## src/rtl/rxfr_pkg.sv

```systemverilog
package rxfr_pkg;

  // Strobes issued by the control unit to the datapath
  typedef struct packed {
    logic clrShift;  // start of frame: empty the shift register
    logic shiftIn;   // take serData into the shift register
    logic loadWord;  // last bit of a word: present the word
  } rxStrobe_t;

  localparam int LEN_W = 6;

  // Width code to bits per word; unused codes fall back to the widest word
  function automatic logic [LEN_W-1:0] decodeLen(input logic [2:0] code);
    case (code)
      3'd0:    decodeLen = 6'd8;
      3'd1:    decodeLen = 6'd12;
      3'd2:    decodeLen = 6'd16;
      3'd3:    decodeLen = 6'd20;
      3'd4:    decodeLen = 6'd24;
      default: decodeLen = 6'd32;
    endcase
  endfunction

endpackage

```

## src/rtl/rxfr_ctrl.sv

```systemverilog
module rxfr_ctrl
  import rxfr_pkg::*;
#(
  parameter int COUNT_W = 7
) (
  input  logic               clk,
  input  logic               rst_n,
  input  logic               rxRun,
  input  logic               bitEn,
  input  logic               frameSync,
  input  logic               cfgDual,
  input  logic [2:0]         cfgLen1,
  input  logic [2:0]         cfgLen2,
  input  logic [COUNT_W-1:0] cfgCount1,
  input  logic [COUNT_W-1:0] cfgCount2,
  output rxStrobe_t          strobe,
  output logic               curPhase,
  output logic [COUNT_W-1:0] curSlot,
  output logic               frameErr,
  output logic               busy
);

  localparam logic [COUNT_W-1:0] SLOT_ONE = COUNT_W'(1);
  localparam logic [LEN_W-1:0]   BIT_ONE  = LEN_W'(1);

  logic               active;
  logic               phase;
  logic [COUNT_W-1:0] slot;
  logic [LEN_W-1:0]   bitCnt;
  logic               errFlag;

  logic [LEN_W-1:0]   curLen;
  logic [COUNT_W-1:0] curCount;
  logic               startFrame;
  logic               takeBit;
  logic               lastBit;
  logic               lastSlot;
  logic               lastPhase;

  always_comb begin
    curLen     = decodeLen(phase ? cfgLen2 : cfgLen1);
    curCount   = phase ? cfgCount2 : cfgCount1;
    startFrame = rxRun && bitEn && frameSync;
    takeBit    = rxRun && bitEn && !frameSync && active;
    lastBit    = takeBit && (bitCnt == curLen - BIT_ONE);
    lastSlot   = (slot == curCount);
    lastPhase  = !cfgDual || phase;
  end

  always_comb begin
    strobe.clrShift = startFrame;
    strobe.shiftIn  = takeBit && !lastBit;
    strobe.loadWord = lastBit;
  end

  always_ff @(posedge clk or negedge rst_n) begin
    if (!rst_n) begin
      active  <= 1'b0;
      phase   <= 1'b0;
      slot    <= '0;
      bitCnt  <= '0;
      errFlag <= 1'b0;
    end else if (!rxRun) begin
      active  <= 1'b0;
      phase   <= 1'b0;
      slot    <= '0;
      bitCnt  <= '0;
      errFlag <= 1'b0;
    end else if (startFrame) begin
      errFlag <= errFlag | active;
      active  <= 1'b1;
      phase   <= 1'b0;
      slot    <= '0;
      bitCnt  <= '0;
    end else if (takeBit) begin
      if (lastBit) begin
        bitCnt <= '0;
        if (lastSlot) begin
          slot <= '0;
          if (lastPhase) begin
            active <= 1'b0;
            phase  <= 1'b0;
          end else begin
            phase <= 1'b1;
          end
        end else begin
          slot <= slot + SLOT_ONE;
        end
      end else begin
        bitCnt <= bitCnt + BIT_ONE;
      end
    end
  end

  assign curPhase = phase;
  assign curSlot  = slot;
  assign frameErr = errFlag;
  assign busy     = active;

  // a low run input leaves the receiver idle and the flag cleared
  a_r1_held_idle: assert property (@(posedge clk) disable iff (!rst_n)
    !rxRun |=> (!busy && !frameErr));

  // the bit counter never passes the width of the current phase
  a_r2_bitcnt_bound: assert property (@(posedge clk) disable iff (!rst_n)
    busy |-> (bitCnt < curLen));

  // the slot counter stays within the programmed count
  a_r4_slot_bound: assert property (@(posedge clk) disable iff (!rst_n)
    busy |-> (slot <= curCount));

  // single-phase frames never reach the second phase
  a_r6_single_phase: assert property (@(posedge clk) disable iff (!rst_n)
    (busy && !cfgDual) |-> !phase);

  // the error flag rises only after a sync that hit a running frame
  a_r8_err_cause: assert property (@(posedge clk) disable iff (!rst_n)
    $rose(frameErr) |-> $past(frameSync && bitEn && busy));

endmodule

```

## src/rtl/rxfr_data.sv

```systemverilog
module rxfr_data
  import rxfr_pkg::*;
#(
  parameter int DATA_W  = 32,
  parameter int COUNT_W = 7
) (
  input  logic               clk,
  input  logic               rst_n,
  input  rxStrobe_t          strobe,
  input  logic               serData,
  input  logic               phaseTag,
  input  logic [COUNT_W-1:0] slotTag,
  output logic               wordValid,
  output logic [DATA_W-1:0]  wordData,
  output logic               wordPhase,
  output logic [COUNT_W-1:0] wordSlot
);

  // Holds every bit of a word but its last; the last comes straight from serData
  logic [DATA_W-2:0] shiftReg;

  always_ff @(posedge clk or negedge rst_n) begin
    if (!rst_n) begin
      shiftReg <= '0;
    end else if (strobe.clrShift || strobe.loadWord) begin
      shiftReg <= '0;
    end else if (strobe.shiftIn) begin
      shiftReg <= {shiftReg[DATA_W-3:0], serData};
    end
  end

  always_ff @(posedge clk or negedge rst_n) begin
    if (!rst_n) begin
      wordValid <= 1'b0;
      wordData  <= '0;
      wordPhase <= 1'b0;
      wordSlot  <= '0;
    end else begin
      wordValid <= strobe.loadWord;
      if (strobe.loadWord) begin
        wordData  <= {shiftReg, serData};
        wordPhase <= phaseTag;
        wordSlot  <= slotTag;
      end
    end
  end

  // the word strobe lasts one cycle (a word takes at least eight bits)
  a_r10_single_pulse: assert property (@(posedge clk) disable iff (!rst_n)
    wordValid |=> !wordValid);

endmodule

```

## src/rtl/dual_phase_rx_framer.sv

```systemverilog
module dual_phase_rx_framer
  import rxfr_pkg::*;
#(
  parameter int DATA_W  = 32,
  parameter int COUNT_W = 7
) (
  input  logic               clk,
  input  logic               rst_n,
  input  logic               rxRun,
  input  logic               bitEn,
  input  logic               serData,
  input  logic               frameSync,
  input  logic               cfgDual,
  input  logic [2:0]         cfgLen1,
  input  logic [2:0]         cfgLen2,
  input  logic [COUNT_W-1:0] cfgCount1,
  input  logic [COUNT_W-1:0] cfgCount2,
  output logic               wordValid,
  output logic [DATA_W-1:0]  wordData,
  output logic               wordPhase,
  output logic [COUNT_W-1:0] wordSlot,
  output logic               frameErr,
  output logic               busy
);

  rxStrobe_t          strobe;
  logic               curPhase;
  logic [COUNT_W-1:0] curSlot;

  rxfr_ctrl #(.COUNT_W(COUNT_W)) u_ctrl (
    .clk       (clk),
    .rst_n     (rst_n),
    .rxRun     (rxRun),
    .bitEn     (bitEn),
    .frameSync (frameSync),
    .cfgDual   (cfgDual),
    .cfgLen1   (cfgLen1),
    .cfgLen2   (cfgLen2),
    .cfgCount1 (cfgCount1),
    .cfgCount2 (cfgCount2),
    .strobe    (strobe),
    .curPhase  (curPhase),
    .curSlot   (curSlot),
    .frameErr  (frameErr),
    .busy      (busy)
  );

  rxfr_data #(.DATA_W(DATA_W), .COUNT_W(COUNT_W)) u_data (
    .clk       (clk),
    .rst_n     (rst_n),
    .strobe    (strobe),
    .serData   (serData),
    .phaseTag  (curPhase),
    .slotTag   (curSlot),
    .wordValid (wordValid),
    .wordData  (wordData),
    .wordPhase (wordPhase),
    .wordSlot  (wordSlot)
  );

  // bits above the width of the word's phase are zero
  a_r3_zero_fill: assert property (@(posedge clk) disable iff (!rst_n)
    wordValid |-> ((wordData >> decodeLen(wordPhase ? cfgLen2 : cfgLen1)) == '0));

  // single-phase words always carry phase 0
  a_r6_phase_tag: assert property (@(posedge clk) disable iff (!rst_n)
    (wordValid && !cfgDual) |-> !wordPhase);

endmodule

```

## config.mk

```make
export PLATFORM = sky130hd
export DESIGN_NAME = dual_phase_rx_framer
export DESIGN_NICKNAME = d
export VERILOG_FILES = /design/src/rtl/rxfr_pkg.sv /design/src/rtl/rxfr_ctrl.sv /design/src/rtl/rxfr_data.sv /design/src/rtl/dual_phase_rx_framer.sv
export SDC_FILE = /design/constraint.sdc
export NUM_CORES = 1
export LEC_CHECK = 0
export ABC_AREA = 0
export ABC_CLOCK_PERIOD_IN_PS = 3100
export BUFFER_PORTS_ARGS = -buffer_cell sky130_fd_sc_hd__buf_2
export CAP_MARGIN = 20
export CORE_MARGIN = 2
export CORE_UTILIZATION = 30
export DETAILED_ROUTE_END_ITERATION = 10
export GPL_TIMING_DRIVEN = 0
export PLACE_DENSITY_LB_ADDON = 0.1
export SLEW_MARGIN = 20
export SYNTH_ARGS = -nofsm -noshare
export SYNTH_HDL_FRONTEND = slang
export SYNTH_SLANG_ARGS = --single-unit
```

## constraint.sdc

```tcl
create_clock -name clk -period 3.1 [get_ports clk]
set_input_delay 0.155 -clock clk [delete_from_list [all_inputs] [get_ports clk]]
set_output_delay 0.155 -clock clk [all_outputs]
set_load 0.05 [all_outputs]
```

==> metrics.md <==
| Metric | Value |
|---|---|
| Ports | `70` |
| P_sw | `0.5058 mW` |
| Class of the tightest hold or removal check | `in -> reg` |
| Smallest setup slack after layout | `0.2604 ns` |
| Pins Over Slew Limit | `0` |
| Synth unique cells | `41` |
| GRT Total Usage | `13.56%` |
| Run status | `complete, no violations` |
| Area fraction of the dominant cell type after synthesis | `57.55%` |
| CTS tree | `yes` |
| Setup TNS after final layout | `0 ns` |
| Signal arrival time at the worst endpoint | `3.06 ns` |
| Number of diodes added for antenna fixing | `0` |
| Part of the power in the clock network | `44.5%` |
| Number of cells produced by synthesis | `357` |
| Drt first pass iters | `4` |
| Antenna violations before repair | `0` |
| Setup slack on the worst flop-to-flop path | `around 0.26 ns` |
| Die H | `between 100 and 150 um` |
| Final weighted congestion in routability-driven placement | `0.7565` |
| Effective utilization at floorplan | `30.57%` |
| Largest cells by area after synthesis | `sky130_fd_sc_hd__dfrtp_1, sky130_fd_sc_hd__nand2_1, sky130_fd_sc_hd__a22o_1` |
| Post-detailed-route count of antenna-violating nets | `0` |
| Final core utilization | `37.80%` |
| Clk Latency, worst-skew pair | `0.34 ns` |
| Maximum clock frequency | `0.3522 GHz` |
| Area enclosed by the die boundary | `0.01367 mm2` |
| Crit path capture type | `register` |
| Number of enable flip-flop cells after synthesis | `0` |
| Minimum period implied by the final worst setup slack | `2.840 ns` |
| Synth Net Count | `about 390` |
| Ratio of cells with drive above 1 in the final layout | `24.21%` |
| Sequential cell area fraction in the yosys report | `57.55%` |
| Clk sinks | `88` |
| # H-tree levels | `3` |
| Measured slew at the worst slew-check pin | `0.6529 ns` |
| Half-perimeter wire length after placement | `slightly below 6000 um` |
| Average cell area after synthesis | `10.72 um2` |
| Buffers inserted during post-CTS setup optimization | `0` |
| Clock root buffer | `sky130_fd_sc_hd__clkbuf_16` |
| Launching element type of the critical path | `register` |
| Horizontal extent of the die | `116.9 um` |
| Final setup fails | `0` |
| Grt total ovfl | `0` |
| Hold violation count in the final report | `0` |
| Share of synthesized registers carrying an async set or reset | `100.0%` |
| Internal power | `approximately 1.8 mW` |
| Max Clock Skew | `around 0.0057 ns` |
| Number of global-route vias before repair | `2844` |
| Number of clock buffers inserted by TritonCTS | `9` |
| Global-route wire length before repair | `14090 um` |
| RSZ-0062 raised after global routing | `no` |
| Total via count after detailed routing | `between 2000 and 3000` |
| Worst vdd rail ir drop | `203.4 uV` |
| Number of violations reported at the end of detailed-routing iteration 0 | `85` |
| Number of maximum-capacitance constraint violations | `0` |
| Power per cell area | `481.9 mW/mm2` |
| Leakage power of the design | `2.422 nW` |
| Share of total power in sequential cells | `50.7%` |
| Number of placement rows | `41` |
| Pin count of the biggest net entering global routing | `46` |
| Vias per cell | `~4.6` |
| Synth Flop Type | `sky130_fd_sc_hd__dfrtp_1` |
| Relative slew slack | `56.14%` |
| Area Growth Syn to Fin | `23.68%` |
| Clock-pin slew on the worst setup and hold paths | `0.06 ns` |
| Critical path class | `reg -> reg` |
| Switching Share | `about 22%` |
| Total of flip-flops plus latches after synthesis | `about 90` |
| Warnings, synthesis | `0` |
| Pre-CTS setup slack | `between 0.1 and 0.15 ns` |
| Number of nets in the finished design | `468` |
| Cell taking the most area after synthesis | `sky130_fd_sc_hd__dfrtp_1` |
| Largest driver fanout on the critical path | `10` |
| Critical path required time | `about 3.3 ns` |
| Netlist area before placement | `0.003826 mm2` |
| Buffers from clock root to sink, at most | `2` |
| Drt wl/cell | `about 14 um` |
| Placeable Area | `0.01252 mm2` |
| Number of remaining DRC errors | `0` |
| Count of input and output buffers | `between 60 and 70` |
| Ratio of final minimum period to clock period | `91.60%` |
| Final wirelength | `8708 um` |
| Part of the power in combinational logic | `4.8%` |
synthesized netlist by cell type (all sizes together) (2+ instances only):
cell / instances
and4bb: 2
mux2: 9
xnor2: 9
or2: 2
a21oi: 11
nor2b: 2
nand3: 13
a22o: 31
o21ai: 8
a311oi: 3
inv: 3
clkbuf: 9
ha: 3
nor3: 2
a21boi: 2
buf: 10
mux2i: 11
nand2: 108
nand4b: 3
nor2: 10
dfrtp: 88
xor2: 4
worst paths after layout:
| path | startpoint | to | cells past startpoint |
|---|---|---|---|
| max | u_ctrl.curPhase$_DFFE_PN0P_ | u_data.shiftReg[10]$_DFFE_PN0P_ | 11 |
| min | serData | u_data.wordData[0]$_DFFE_PN0P_ | 3 |
| max reg2reg | u_ctrl.curPhase$_DFFE_PN0P_ | u_data.shiftReg[10]$_DFFE_PN0P_ | 11 |
| min reg2reg | u_data.wordData[24]$_DFFE_PN0P_ | u_data.wordData[24]$_DFFE_PN0P_ | 2 |
| max in group asynchronous | rst_n | u_data.shiftReg[7]$_DFFE_PN0P_ | 3 |
| min in group asynchronous | rst_n | u_ctrl.bitCnt[2]$_DFFE_PN0P_ | 2 |
power by group through the flow:
stage	registers (mW)	logic, mW	clock network (mW)
after floorplan	1.18	0.0455	0
after global placement	1.18	0.104	0
after detailed placement	1.18	0.110	0
after CTS	1.15	0.111	1.05
after global routing	1.15	0.125	1.09
final	1.16	0.110	1.01
cell type report:
cell class / count / area, um2
clock buffers: 15 / 267.8
plain buffers: 19 / 112.6
well taps: 172 / 215.2
flip-flops and latches: 88 / 2202
repair buffers: 70 / 384.1
multi-input cells: 247 / 1539
fillers: 1319 / 7785
inverters: 3 / 11.26
layout by cell type, fill, tap and decap left out, types with 5 or more instances in the layout:
cell type                     n
sky130_fd_sc_hd__mux2_1       6
sky130_fd_sc_hd__buf_2       71
sky130_fd_sc_hd__clkbuf_16    9
sky130_fd_sc_hd__xnor2_1      9
sky130_fd_sc_hd__nor2_1      10
sky130_fd_sc_hd__mux2i_1     10
sky130_fd_sc_hd__o21ai_0      8
sky130_fd_sc_hd__a22o_1      31
sky130_fd_sc_hd__buf_4        5
sky130_fd_sc_hd__dfrtp_1     88
sky130_fd_sc_hd__nand3_1     13
sky130_fd_sc_hd__clkbuf_1    10
sky130_fd_sc_hd__nand2_1    107
sky130_fd_sc_hd__a21oi_1     11
registers in the layout, summed over array words and instances, names as in the netlist:
signal,cells
u_ctrl.curSlot,7
u_data.shiftReg,31
u_data.wordSlot,7
u_data.wordData,32
u_ctrl.curPhase,1
u_ctrl.bitCnt,6
u_data.wordValid,1
u_ctrl.frameErr,1
u_data.wordPhase,1
u_ctrl.busy,1
cell families (layout without fill, tap and decap cells):
family / count (synthesis) / count (layout) / synth area share [%]
xor gates and xnor gates: 13 / 13 / 2.976
DFF: 88 / 88 / 57.55
muxes: 20 / 20 / 5.624
AOI/OAI and AO/OA: 63 / 63 / 12.85
and+or+nand+nor: 148 / 148 / 17.20
buffers and inverters: 22 / 107 / 2.812
adders and majority gates: 3 / 3 / 0.9811
per-layer routing:
metal | vias to the layer above | GRT usage [%] | routed length (um)
met1 | 1385 | 17.56 | 4171
met5 | - | 0 | 0
met3 | 8 | 3.656 | 330
li1 | 1399 | - | -
met4 | 0 | 6.118 | 144
met2 | 47 | 21.35 | 4062
critical path, stage by stage, from the launching register on:
cell	delay (ns)
sky130_fd_sc_hd__dfrtp_1	0.33
sky130_fd_sc_hd__buf_4	0.17
sky130_fd_sc_hd__buf_6	0.17
sky130_fd_sc_hd__mux2i_1	0.20
sky130_fd_sc_hd__o21ai_0	0.11
sky130_fd_sc_hd__ha_1	0.23
sky130_fd_sc_hd__xor2_2	0.16
sky130_fd_sc_hd__and4b_1	0.24
sky130_fd_sc_hd__a211oi_4	0.31
sky130_fd_sc_hd__a41oi_2	0.29
sky130_fd_sc_hd__clkbuf_1	0.29
sky130_fd_sc_hd__a22o_1	0.23
per-stage QoR:
step	cells	cell area, um2	hold slack, ns	total power, mW
floorplan	357	3826	-0.1406	1.225
global placement	597	4382	0.3839	1.280
detailed placement	598	4415	0.1152	1.287
CTS	614	4693	0.02776	2.314
global route	614	4732	0.03980	2.366
finish	614	4732	0.04345	2.280
timing repair:
item,in CTS,in global routing
endpoints found under the setup margin,0,76
endpoints found under the hold margin,43,0
hold buffers,1,0
gates resized for setup,0,17
No activity file was read; power rests on OpenSTA's default activity.
